File: config.mk
export PLATFORM = sky130hd
export DESIGN_NAME = givens_node
export DESIGN_NICKNAME = d
export VERILOG_FILES = /design/src/rtl/givens_pkg.sv /design/src/rtl/givens_prerot.sv /design/src/rtl/givens_micro.sv /design/src/rtl/givens_outsel.sv /design/src/rtl/givens_node.sv
export SDC_FILE = /design/constraint.sdc
export NUM_CORES = 2
export LEC_CHECK = 0
export BUFFER_PORTS_ARGS = -buffer_cell sky130_fd_sc_hd__buf_2
export CORE_ASPECT_RATIO = 2
export CORE_MARGIN = 2
export CORE_UTILIZATION = 60
export CTS_BUF_LIST = sky130_fd_sc_hd__clkbuf_4 sky130_fd_sc_hd__clkbuf_8
export CTS_CLUSTER_SIZE = 30
export DETAILED_ROUTE_END_ITERATION = 8
export GPL_TIMING_DRIVEN = 1
export PLACE_DENSITY_LB_ADDON = 0.1
export SKIP_LAST_GASP = 1
export SYNTH_ARGS = -nofsm -noshare
export SYNTH_HDL_FRONTEND = slang
export SYNTH_HIERARCHICAL = 1
export SYNTH_SLANG_ARGS = --single-unit
File: constraint.sdc
create_clock -name clk -period 19.65 [get_ports clk]
set_clock_uncertainty 0.2 [all_clocks]
set_input_delay 3.93 -clock clk [delete_from_list [all_inputs] [get_ports clk]]
set_output_delay 3.93 -clock clk [all_outputs]
set_load 0.05 [all_outputs]
File: src/rtl/givens_pkg.sv
package givens_pkg;

  // Coarse rotation chosen by the pre-rotation stage
  typedef enum logic [1:0] {
    QUAD_KEEP = 2'd0,   // no coarse turn
    QUAD_CW   = 2'd1,   // turn by -90 degrees
    QUAD_CCW  = 2'd2    // turn by +90 degrees
  } quad_e;

endpackage

File: src/rtl/givens_prerot.sv
module givens_prerot
  import givens_pkg::*;
#(
  parameter int IW = 21
) (
  input  logic                 clk,
  input  logic                 rst,
  input  logic signed [IW-1:0] x_i,
  input  logic signed [IW-1:0] y_i,
  input  logic                 vec_i,
  input  logic                 en_i,
  output logic signed [IW-1:0] x_o,
  output logic signed [IW-1:0] y_o,
  output logic                 vec_o,
  output logic                 en_o
);

  quad_e quad_q;
  quad_e quad_new;
  quad_e quad_use;
  logic  capture;

  assign capture = en_i & vec_i;

  always_comb begin
    if (x_i < 0) begin
      quad_new = (y_i >= 0) ? QUAD_CW : QUAD_CCW;
    end else begin
      quad_new = QUAD_KEEP;
    end
    quad_use = capture ? quad_new : quad_q;
  end

  always_ff @(posedge clk) begin
    if (rst) begin
      quad_q <= QUAD_KEEP;
      x_o    <= '0;
      y_o    <= '0;
      vec_o  <= 1'b0;
      en_o   <= 1'b0;
    end else begin
      if (capture) begin
        quad_q <= quad_new;
      end
      unique case (quad_use)
        QUAD_CW: begin
          x_o <= y_i;
          y_o <= -x_i;
        end
        QUAD_CCW: begin
          x_o <= -y_i;
          y_o <= x_i;
        end
        default: begin
          x_o <= x_i;
          y_o <= y_i;
        end
      endcase
      vec_o <= vec_i;
      en_o  <= en_i;
    end
  end


  vec_axis_chk: assert property (@(posedge clk) disable iff (rst)
    (en_i && vec_i) |=> (x_o >= 0));


  quad_hold_chk: assert property (@(posedge clk) disable iff (rst)
    !(en_i && vec_i) |=> $stable(quad_q));

endmodule

File: src/rtl/givens_micro.sv
module givens_micro #(
  parameter int IW    = 21,
  parameter int SHIFT = 0
) (
  input  logic                 clk,
  input  logic                 rst,
  input  logic signed [IW-1:0] x_i,
  input  logic signed [IW-1:0] y_i,
  input  logic                 vec_i,
  input  logic                 en_i,
  output logic signed [IW-1:0] x_o,
  output logic signed [IW-1:0] y_o,
  output logic                 vec_o,
  output logic                 en_o
);

  logic                 dir_q;     // 1: last captured step raised y
  logic                 capture;
  logic                 neg_new;
  logic                 neg_use;
  logic signed [IW-1:0] x_sh;
  logic signed [IW-1:0] y_sh;

  assign capture = en_i & vec_i;
  assign neg_new = (y_i < 0);
  assign neg_use = capture ? neg_new : dir_q;
  assign x_sh    = x_i >>> SHIFT;
  assign y_sh    = y_i >>> SHIFT;

  always_ff @(posedge clk) begin
    if (rst) begin
      dir_q <= 1'b0;
      x_o   <= '0;
      y_o   <= '0;
      vec_o <= 1'b0;
      en_o  <= 1'b0;
    end else begin
      if (capture) begin
        dir_q <= neg_new;
      end
      if (neg_use) begin
        x_o <= x_i - y_sh;
        y_o <= y_i + x_sh;
      end else begin
        x_o <= x_i + y_sh;
        y_o <= y_i - x_sh;
      end
      vec_o <= vec_i;
      en_o  <= en_i;
    end
  end


  vec_grow_chk: assert property (@(posedge clk) disable iff (rst)
    (en_i && vec_i) |=> (x_o >= $past(x_i)));


  dir_hold_chk: assert property (@(posedge clk) disable iff (rst)
    !(en_i && vec_i) |=> $stable(dir_q));

endmodule

File: src/rtl/givens_outsel.sv
module givens_outsel #(
  parameter int IW    = 21,
  parameter int DW    = 16,
  parameter int GUARD = 2,
  parameter int GF    = 16,
  parameter int GAIN  = 39797
) (
  input  logic                 clk,
  input  logic                 rst,
  input  logic signed [IW-1:0] x_i,
  input  logic signed [IW-1:0] y_i,
  input  logic                 vec_i,
  input  logic                 en_i,
  output logic signed [DW-1:0] h_o,
  output logic signed [DW-1:0] v_o,
  output logic                 vec_o,
  output logic                 en_o
);

  localparam int PW = IW + GF + 2;
  localparam int SH = GF + GUARD;
  localparam logic signed [PW-1:0] GAIN_W = PW'(GAIN);
  localparam logic signed [PW-1:0] RND    = PW'(2 ** (SH - 1));
  localparam logic signed [PW-1:0] SAT_HI = PW'((2 ** (DW - 1)) - 1);
  localparam logic signed [PW-1:0] SAT_LO = ~SAT_HI;

  logic signed [PW-1:0] prod_h;
  logic signed [PW-1:0] prod_v;
  logic signed [PW-1:0] scl_h;
  logic signed [PW-1:0] scl_v;
  logic signed [DW-1:0] sat_h;
  logic signed [DW-1:0] sat_v;

  function automatic logic signed [DW-1:0] clamp(input logic signed [PW-1:0] val);
    if (val > SAT_HI) begin
      return SAT_HI[DW-1:0];
    end else if (val < SAT_LO) begin
      return SAT_LO[DW-1:0];
    end else begin
      return val[DW-1:0];
    end
  endfunction

  always_comb begin
    prod_h = PW'(x_i) * GAIN_W;
    prod_v = PW'(y_i) * GAIN_W;
    scl_h  = (prod_h + RND) >>> SH;
    scl_v  = (prod_v + RND) >>> SH;
    sat_h  = clamp(scl_h);
    sat_v  = clamp(scl_v);
  end

  always_ff @(posedge clk) begin
    if (rst) begin
      h_o   <= '0;
      v_o   <= '0;
      vec_o <= 1'b0;
      en_o  <= 1'b0;
    end else begin
      h_o   <= en_i ? sat_h : '0;
      v_o   <= (en_i && !vec_i) ? sat_v : '0;
      vec_o <= vec_i;
      en_o  <= en_i;
    end
  end


  off_zero_chk: assert property (@(posedge clk) disable iff (rst)
    !en_i |=> (h_o == 0 && v_o == 0));


  vec_v_zero_chk: assert property (@(posedge clk) disable iff (rst)
    (en_i && vec_i) |=> (v_o == 0));


  ctl_follow_chk: assert property (@(posedge clk) disable iff (rst)
    en_o |-> $past(en_i, 1) || !$past(en_i, 1) == !en_o);

endmodule

File: src/rtl/givens_node.sv
module givens_node #(
  parameter int DW    = 16,
  parameter int HEAD  = 3,
  parameter int GUARD = 2,
  parameter int ITER  = 13,
  parameter int GF    = 16,
  parameter int GAIN  = 39797
) (
  input  logic                 clk,
  input  logic                 rst,
  input  logic signed [DW-1:0] in_x,
  input  logic signed [DW-1:0] in_y,
  input  logic                 in_vec,
  input  logic                 in_en,
  output logic signed [DW-1:0] out_h,
  output logic signed [DW-1:0] out_v,
  output logic                 out_vec,
  output logic                 out_en
);

  localparam int IW = DW + HEAD + GUARD;

  logic signed [IW-1:0] x_ext;
  logic signed [IW-1:0] y_ext;

  logic signed [IW-1:0] xs [ITER+1];
  logic signed [IW-1:0] ys [ITER+1];
  logic                 vs [ITER+1];
  logic                 es [ITER+1];

  assign x_ext = {{HEAD{in_x[DW-1]}}, in_x, {GUARD{1'b0}}};
  assign y_ext = {{HEAD{in_y[DW-1]}}, in_y, {GUARD{1'b0}}};

  givens_prerot #(.IW(IW)) u_prerot (
    .clk  (clk),
    .rst  (rst),
    .x_i  (x_ext),
    .y_i  (y_ext),
    .vec_i(in_vec),
    .en_i (in_en),
    .x_o  (xs[0]),
    .y_o  (ys[0]),
    .vec_o(vs[0]),
    .en_o (es[0])
  );

  for (genvar k = 0; k < ITER; k++) begin : g_iter
    givens_micro #(.IW(IW), .SHIFT(k)) u_micro (
      .clk  (clk),
      .rst  (rst),
      .x_i  (xs[k]),
      .y_i  (ys[k]),
      .vec_i(vs[k]),
      .en_i (es[k]),
      .x_o  (xs[k+1]),
      .y_o  (ys[k+1]),
      .vec_o(vs[k+1]),
      .en_o (es[k+1])
    );
  end

  givens_outsel #(
    .IW   (IW),
    .DW   (DW),
    .GUARD(GUARD),
    .GF   (GF),
    .GAIN (GAIN)
  ) u_outsel (
    .clk  (clk),
    .rst  (rst),
    .x_i  (xs[ITER]),
    .y_i  (ys[ITER]),
    .vec_i(vs[ITER]),
    .en_i (es[ITER]),
    .h_o  (out_h),
    .v_o  (out_v),
    .vec_o(out_vec),
    .en_o (out_en)
  );

endmodule

; ---- After elaboration in Yosys (flattened, before gate mapping)
; Index checks and enable logic that the tools add are counted.
[totals]
romBits = 0
word_cells = 224
latch_bits = 0
ff_bits = 665
mem_count = 0
ram_bits = 0
[classes]
n_addsub = 55
n_reduce_logical = 6
n_mux = 48
shifts = 0
n_eq_ne = 2
multipliers = 2
bitwise = 16
n_div = 0
order_cmp = 19
[ops]
columns = operator, n
row1 = 21-bit two-way mux, 26
row2 = 21-bit by 1-bit < comparator with 1-bit output (second input constant), 13
row3 = 21-bit one-hot mux with 2 select lines, 2
row4 = 38-bit by 19-bit adder with 39-bit output (second input constant), 2
row5 = 21-bit by 17-bit multiplier with 38-bit output (second input constant), 2
row6 = 21-bit by 10-bit adder with 21-bit output, 2
row7 = 21-bit by 11-bit adder with 21-bit output, 2
row8 = 21-bit by 12-bit adder with 21-bit output, 2
row9 = 21-bit by 13-bit adder with 21-bit output, 2
row10 = 21-bit by 14-bit adder with 21-bit output, 2
row11 = 21-bit by 15-bit adder with 21-bit output, 2
row12 = 21-bit by 16-bit adder with 21-bit output, 2
row13 = 21-bit by 17-bit adder with 21-bit output, 2
row14 = 21-bit by 18-bit adder with 21-bit output, 2
row15 = 21-bit by 19-bit adder with 21-bit output, 2
row16 = 21-bit by 20-bit adder with 21-bit output, 2
row17 = 21-bit by 9-bit adder with 21-bit output, 2
row18 = 21-bit by 16-bit greater-than comparator with 1-bit output (second input constant), 2
row19 = 21-bit by 16-bit < comparator with 1-bit output (second input constant), 2
row20 = 18-bit negation with 21-bit output, 2
row21 = 21-bit by 10-bit subtractor with 21-bit output, 2
row22 = 21-bit by 11-bit subtractor with 21-bit output, 2
row23 = 21-bit by 12-bit subtractor with 21-bit output, 2
row24 = 21-bit by 13-bit subtractor with 21-bit output, 2
row25 = other kinds (24), 65

; ---- Logic depth before layout (Yosys ltp)
[logic_depth]
ltp_word = 6
depth_mapped = 26
ltp_nobuf = 23

; ---- Hierarchy
; The synthesis kept the hierarchy.
[modules_own_cells]
columns = mod, cells_each, area_each_um2, instances, seq_area_each_um2
row1 = givens_outsel, 1528, 15127.0, 1, 680.7
row2 = givens_micro (g_iter[0].u_micro), 577, 4474.3, 1, 880.8
row3 = givens_micro (g_iter[5].u_micro), 514, 4103.9, 1, 900.9
row4 = givens_micro (g_iter[2].u_micro), 497, 4053.9, 1, 900.9
row5 = givens_micro (g_iter[8].u_micro), 495, 3970.1, 1, 900.9
row6 = givens_micro (g_iter[6].u_micro), 500, 3900.0, 1, 900.9
row7 = givens_micro (g_iter[7].u_micro), 478, 3891.2, 1, 900.9
row8 = givens_micro (g_iter[1].u_micro), 480, 3870.0, 1, 900.9
row9 = givens_micro (g_iter[11].u_micro), 485, 3837.4, 1, 900.9
row10 = givens_micro (g_iter[4].u_micro), 484, 3837.4, 1, 900.9
row11 = givens_micro (g_iter[3].u_micro), 481, 3829.9, 1, 900.9
row12 = givens_micro (g_iter[12].u_micro), 467, 3716.1, 1, 900.9
row13 = givens_micro (g_iter[9].u_micro), 443, 3671.0, 1, 900.9
row14 = givens_micro (g_iter[10].u_micro), 452, 3668.5, 1, 900.9
row15 = +2 rows, n/a, n/a, n/a, n/a

; ---- Least setup slack after synthesis
; OpenSTA, ideal clock, no wires.
[synth_timing]
path_kind = reg2reg
start = reg g_iter[12].u_micro.x_o[20]
end = reg u_outsel.h_o[12]
period_less_slack_ns = 6.356
n_path_buf = 3
t_arrival_ns = 6.041
stages_incl_launch_ff = 23
path_slack_ns = 13.294
setup_ns = 0.115
path_cell_list = dfxtp_1 ha_1 inv_1 fa_1 fa_1 fa_1 fa_1 inv_1 fa_1 inv_1 ha_1 buf_2 a211o_1 a21oi_1 o21a_1 a2111oi_4 o31a_1 o31ai_1 o21ai_1 and3_1 buf_2 buf_2 o21a_1
[synth_between]
elab_chain_cells = 5
word_cells_on_any_way = 6
cone_classes = add/sub: 1 / mul: 1 / order compare: 2 / mux: 2
[synth_rtl]
columns = element, line
row1 = start: declaration, givens_micro.sv:11  ; output logic signed [IW-1:0] x_o,
row2 = start signal: assignment, givens_micro.sv:42  ; x_o <= x_i - y_sh;
row3 = start signal: assignment, givens_micro.sv:45  ; x_o <= x_i + y_sh;
row4 = 21-bit by 17-bit multiplier with 38-bit output (*), givens_outsel.sv:45  ; prod_h = PW'(x_i) * GAIN_W;
row5 = 38-bit by 19-bit adder with 39-bit output (*), givens_outsel.sv:47  ; scl_h = (prod_h + RND) >>> SH;
row6 = 21-bit by 16-bit < comparator with 1-bit output, givens_outsel.sv:37  ; end else if (val < SAT_LO) begin
row7 = 16-bit two-way mux, givens_outsel.sv:37
row8 = 15-bit two-way mux (*), givens_outsel.sv:35  ; if (val > SAT_HI) begin
row9 = end signal: assignment, givens_outsel.sv:60  ; h_o <= en_i ? sat_h : '0;
row10 = end: declaration, givens_outsel.sv:14  ; output logic signed [DW-1:0] h_o,
; Every way passes the cells marked *; elsewhere a longest branch is shown, timed or not.
; A chain may end at the register's enable or synchronous reset.

; ---- Worst setup path after layout
[layout_timing]
start = reg g_iter[12].u_micro.x_o[20]
end = reg u_outsel.h_o[7]
; Same word-level chain as after synthesis.

==> results summary <==
The vertical die dimension came out at 482 µm. After synthesis, the cell types taking the most area are dfxtp_1, ha_1, fa_1. The post-DP HPWL is 192000 µm. The worst pin sits at a relative slew slack of about 14%. The maximum fanout count along the critical path is 26. The routed via count divided by cell count came out at 6.25.

The final design area excluding fillers came out at 72700 µm². The synthesized design contains 0 enable-type register cells. TritonCTS built the clock tree. The number of instances in the synthesized netlist came out at ~8.2k. The CTS sink count came out at approximately 660. The global-route usage over all layers came out at 39.7%. The clock-pin slew on the worst setup and hold paths came out at 0.07 ns. The number of hold violations in the final report came to 0. The depth of the CTS H-tree came out at 3. The yosys synthesis warning count is 6. The type of destination of the critical path is a flip-flop. The sequential area share after synthesis came out at 19.4%. The final layout net count came out at approximately 9.5k. The worst path uses 34.7% of the clock period. The area after detailed placement is 70200 µm². The post-synthesis area per instance came out at about 8.4 µm². Post-CTS repair changed the size of 0 cells. The post-CTS setup-driven buffer insertion count came out at 0. The number of synthesized register bits came out at 664. Clock tree synthesis selected as its root buffer the cell clkbuf_8. dfxtp_1 takes more of the synthesized area than any other cell. The horizontal die dimension is 243 µm. Routability-driven placement finished with a final weighted congestion of 1.08.

The worst endpoint data arrival time came out at 7.40 ns. The count of nets left with antenna violations after detail routing came out at 0. STA classifies the critical path startpoint as a flip-flop. The via count of the first global-routing pass is 63.4k. Derived from the worst setup path, the maximum achievable clock frequency is approximately 150 MHz.

Setup repair after global routing left no endpoint under its margin. Of the cells placed in the final design, the portion with a size suffix greater than 1 is 6.27%. The clock insertion delay at the later pin of the skew report came out at roughly 0.84 ns.

The total of hold buffers inserted after clock tree synthesis is 0. The iteration count of the initial detailed-routing pass is 8. The critical path in this run is classified as flip-flop to flip-flop.

The path class of the tightest hold or removal check is flip-flop to flip-flop. Prior to clock tree synthesis, the placed netlist has a worst setup slack of about 12 ns. The commonest cells after synthesis are ha_1, nor2_1, inv_1. The number of maximum-capacitance violations came out at 0.

In this run, the number of DRC markers left after iteration 0 of detailed routing was 3128. The number of remaining DRC errors is 0. The total negative slack for setup checks came out at 0 ns. The async set-reset flop share out of synthesis is 0%. The post-route worst setup slack came out at 12.83 ns. The total detailed-routing wirelength is 235000 µm.

Yosys mapped the design onto 147 distinct sky130hd cell types. 70 I/O pins were placed. In this run the deepest clock path goes through 3 buffers. In this run the standard cell core region covers 114000 µm². Port buffering added 69 buffers. The initial antenna violation count is 14. The residual overflow from global routing is 0.

The number of placement rows is 175. The maximum number of pins on one net before global-route repair is 192. The first global-routing pass estimated 355000 µm of wire. The area growth from synthesis to layout is 5.83%.

Once the floorplan was initialized, standard cells occupied between 60% and 70% of the core. The flow ran to the end, and the final reports show no timing, DRC or antenna violations. Among all flip-flop cells after synthesis, the most frequent one is dfxtp_1. The number of buffers inserted during clock tree synthesis is 101. The mean routed wirelength per cell is 23.9 µm. The die area came out at 117000 µm². The final count of negative-setup-slack endpoints came out at 0. The netlist area before placement is 68700 µm². The worst-margin pin slew came out at 1.29 ns. The minimum clock period came out at 6.82 ns. By instance count, the leading cell after synthesis is ha_1. At the worst endpoint, the required time is 20.23 ns. The count of final max-slew check failures is 0.

The via count of the routed design is 61.3k. The synthesized design devotes to its leading area cell type 19.4% of total area.
[kinds of logic after synthesis]
kind of cell	share of synthesized area, %
simple gates	17.1
other cells	0.00546
fa+ha+maj	27.1
xor+xnor	9.11
mux	1.64
buf+inv	5.61
compound gates	20.0
flops	19.4
[cell type report]
cell class	count	area, µm²
clock inverters	45	641
multi-input cells	6593	51600
clock buffers	138	1810
diodes	13	32.5
flip-flops and latches	664	13300
fillers	10200	41000
well taps	1504	1880
repair buffers	94	556
inverters	757	2840
[flip-flops by register name, indices dropped and copies added, names as in the netlist]
register	count
g_iter.u_micro/dir_q	13
u_prerot/vec_o	1
g_iter.u_micro/y_o	273
u_prerot/en_o	1
u_outsel/v_o	16
u_prerot/x_o	21
u_outsel/h_o	16
g_iter.u_micro/en_o	13
u_outsel/vec_o	1
u_prerot/quad_q	2
u_prerot/y_o	21
u_outsel/en_o	1
g_iter.u_micro/x_o	272
g_iter.u_micro/vec_o	13
[metrics by stage]
stage / instances / util [%] / hold slack [ns]
floorplan: 8242 / - / 0.238
global placement: 9612 / 61.8 / 0.244
detailed placement: 9612 / 61.8 / 0.249
CTS: 9795 / 63.9 / 0.263
global route: 9800 / 63.9 / 0.279
finish: 9808 / 64.0 / 0.263
[cells in the final DEF, fill, tap and decap left out, types with 24 or more instances in the layout]
master,n
ha_1,929
nor2_1,846
inv_1,750
dfxtp_1,664
a21oi_1,566
nand2_1,547
xnor2_1,399
o21ai_0,355
fa_1,349
xor2_1,309
nor3_1,204
nor2b_1,189
a21o_1,179
nand3_1,131
clkbuf_8,123
o31ai_1,116
o21a_1,92
a31oi_1,88
o21ai_1,75
a211oi_1,71
nand4_1,70
buf_2,68
o21bai_1,58
o211ai_1,54
and3_1,53
nand2b_1,51
mux2_2,49
nor4_1,46
or3_1,41
a221oi_1,35
and2_1,35
mux2i_1,33
o41ai_1,31
nor3b_1,31
buf_4,24
[final timing paths]
check / start / endpoint / slack, ns / depth (start not counted)
max: g_iter[12].u_micro/x_o[20] / u_outsel/h_o[7] / 12.83 / 21
min reg2reg: u_prerot/vec_o / g_iter[0].u_micro/vec_o / 0.26 / 1
max reg2reg: g_iter[12].u_micro/x_o[20] / u_outsel/h_o[7] / 12.83 / 21
min: u_prerot/vec_o / g_iter[0].u_micro/vec_o / 0.26 / 1
[critical path, cell delays in order (launching register included)]
cell	delay, ns
dfxtp_1	0.35
buf_4	0.33
ha_1	0.32
fa_1	0.53
inv_1	0.05
fa_1	0.50
fa_1	0.51
fa_1	0.49
inv_1	0.05
fa_1	0.49
inv_1	0.04
ha_1	0.36
a21oi_1	0.41
o211ai_1	0.17
a41oi_1	0.34
a22oi_4	0.12
a41oi_2	0.25
xnor2_2	0.15
a21oi_2	0.06
a31o_1	0.24
a41oi_2	0.55
o21a_1	0.24
[layer usage]
metal	track usage [%]	wire, µm
met1	29.5	65700
met2	77.0	126000
met4	47.2	33400
met3	7.12	10200
met5	0	52
Power is left out: the tool's default activity adds up to more than one toggle a clock period on the data nets, which glitch-free logic cannot reach.
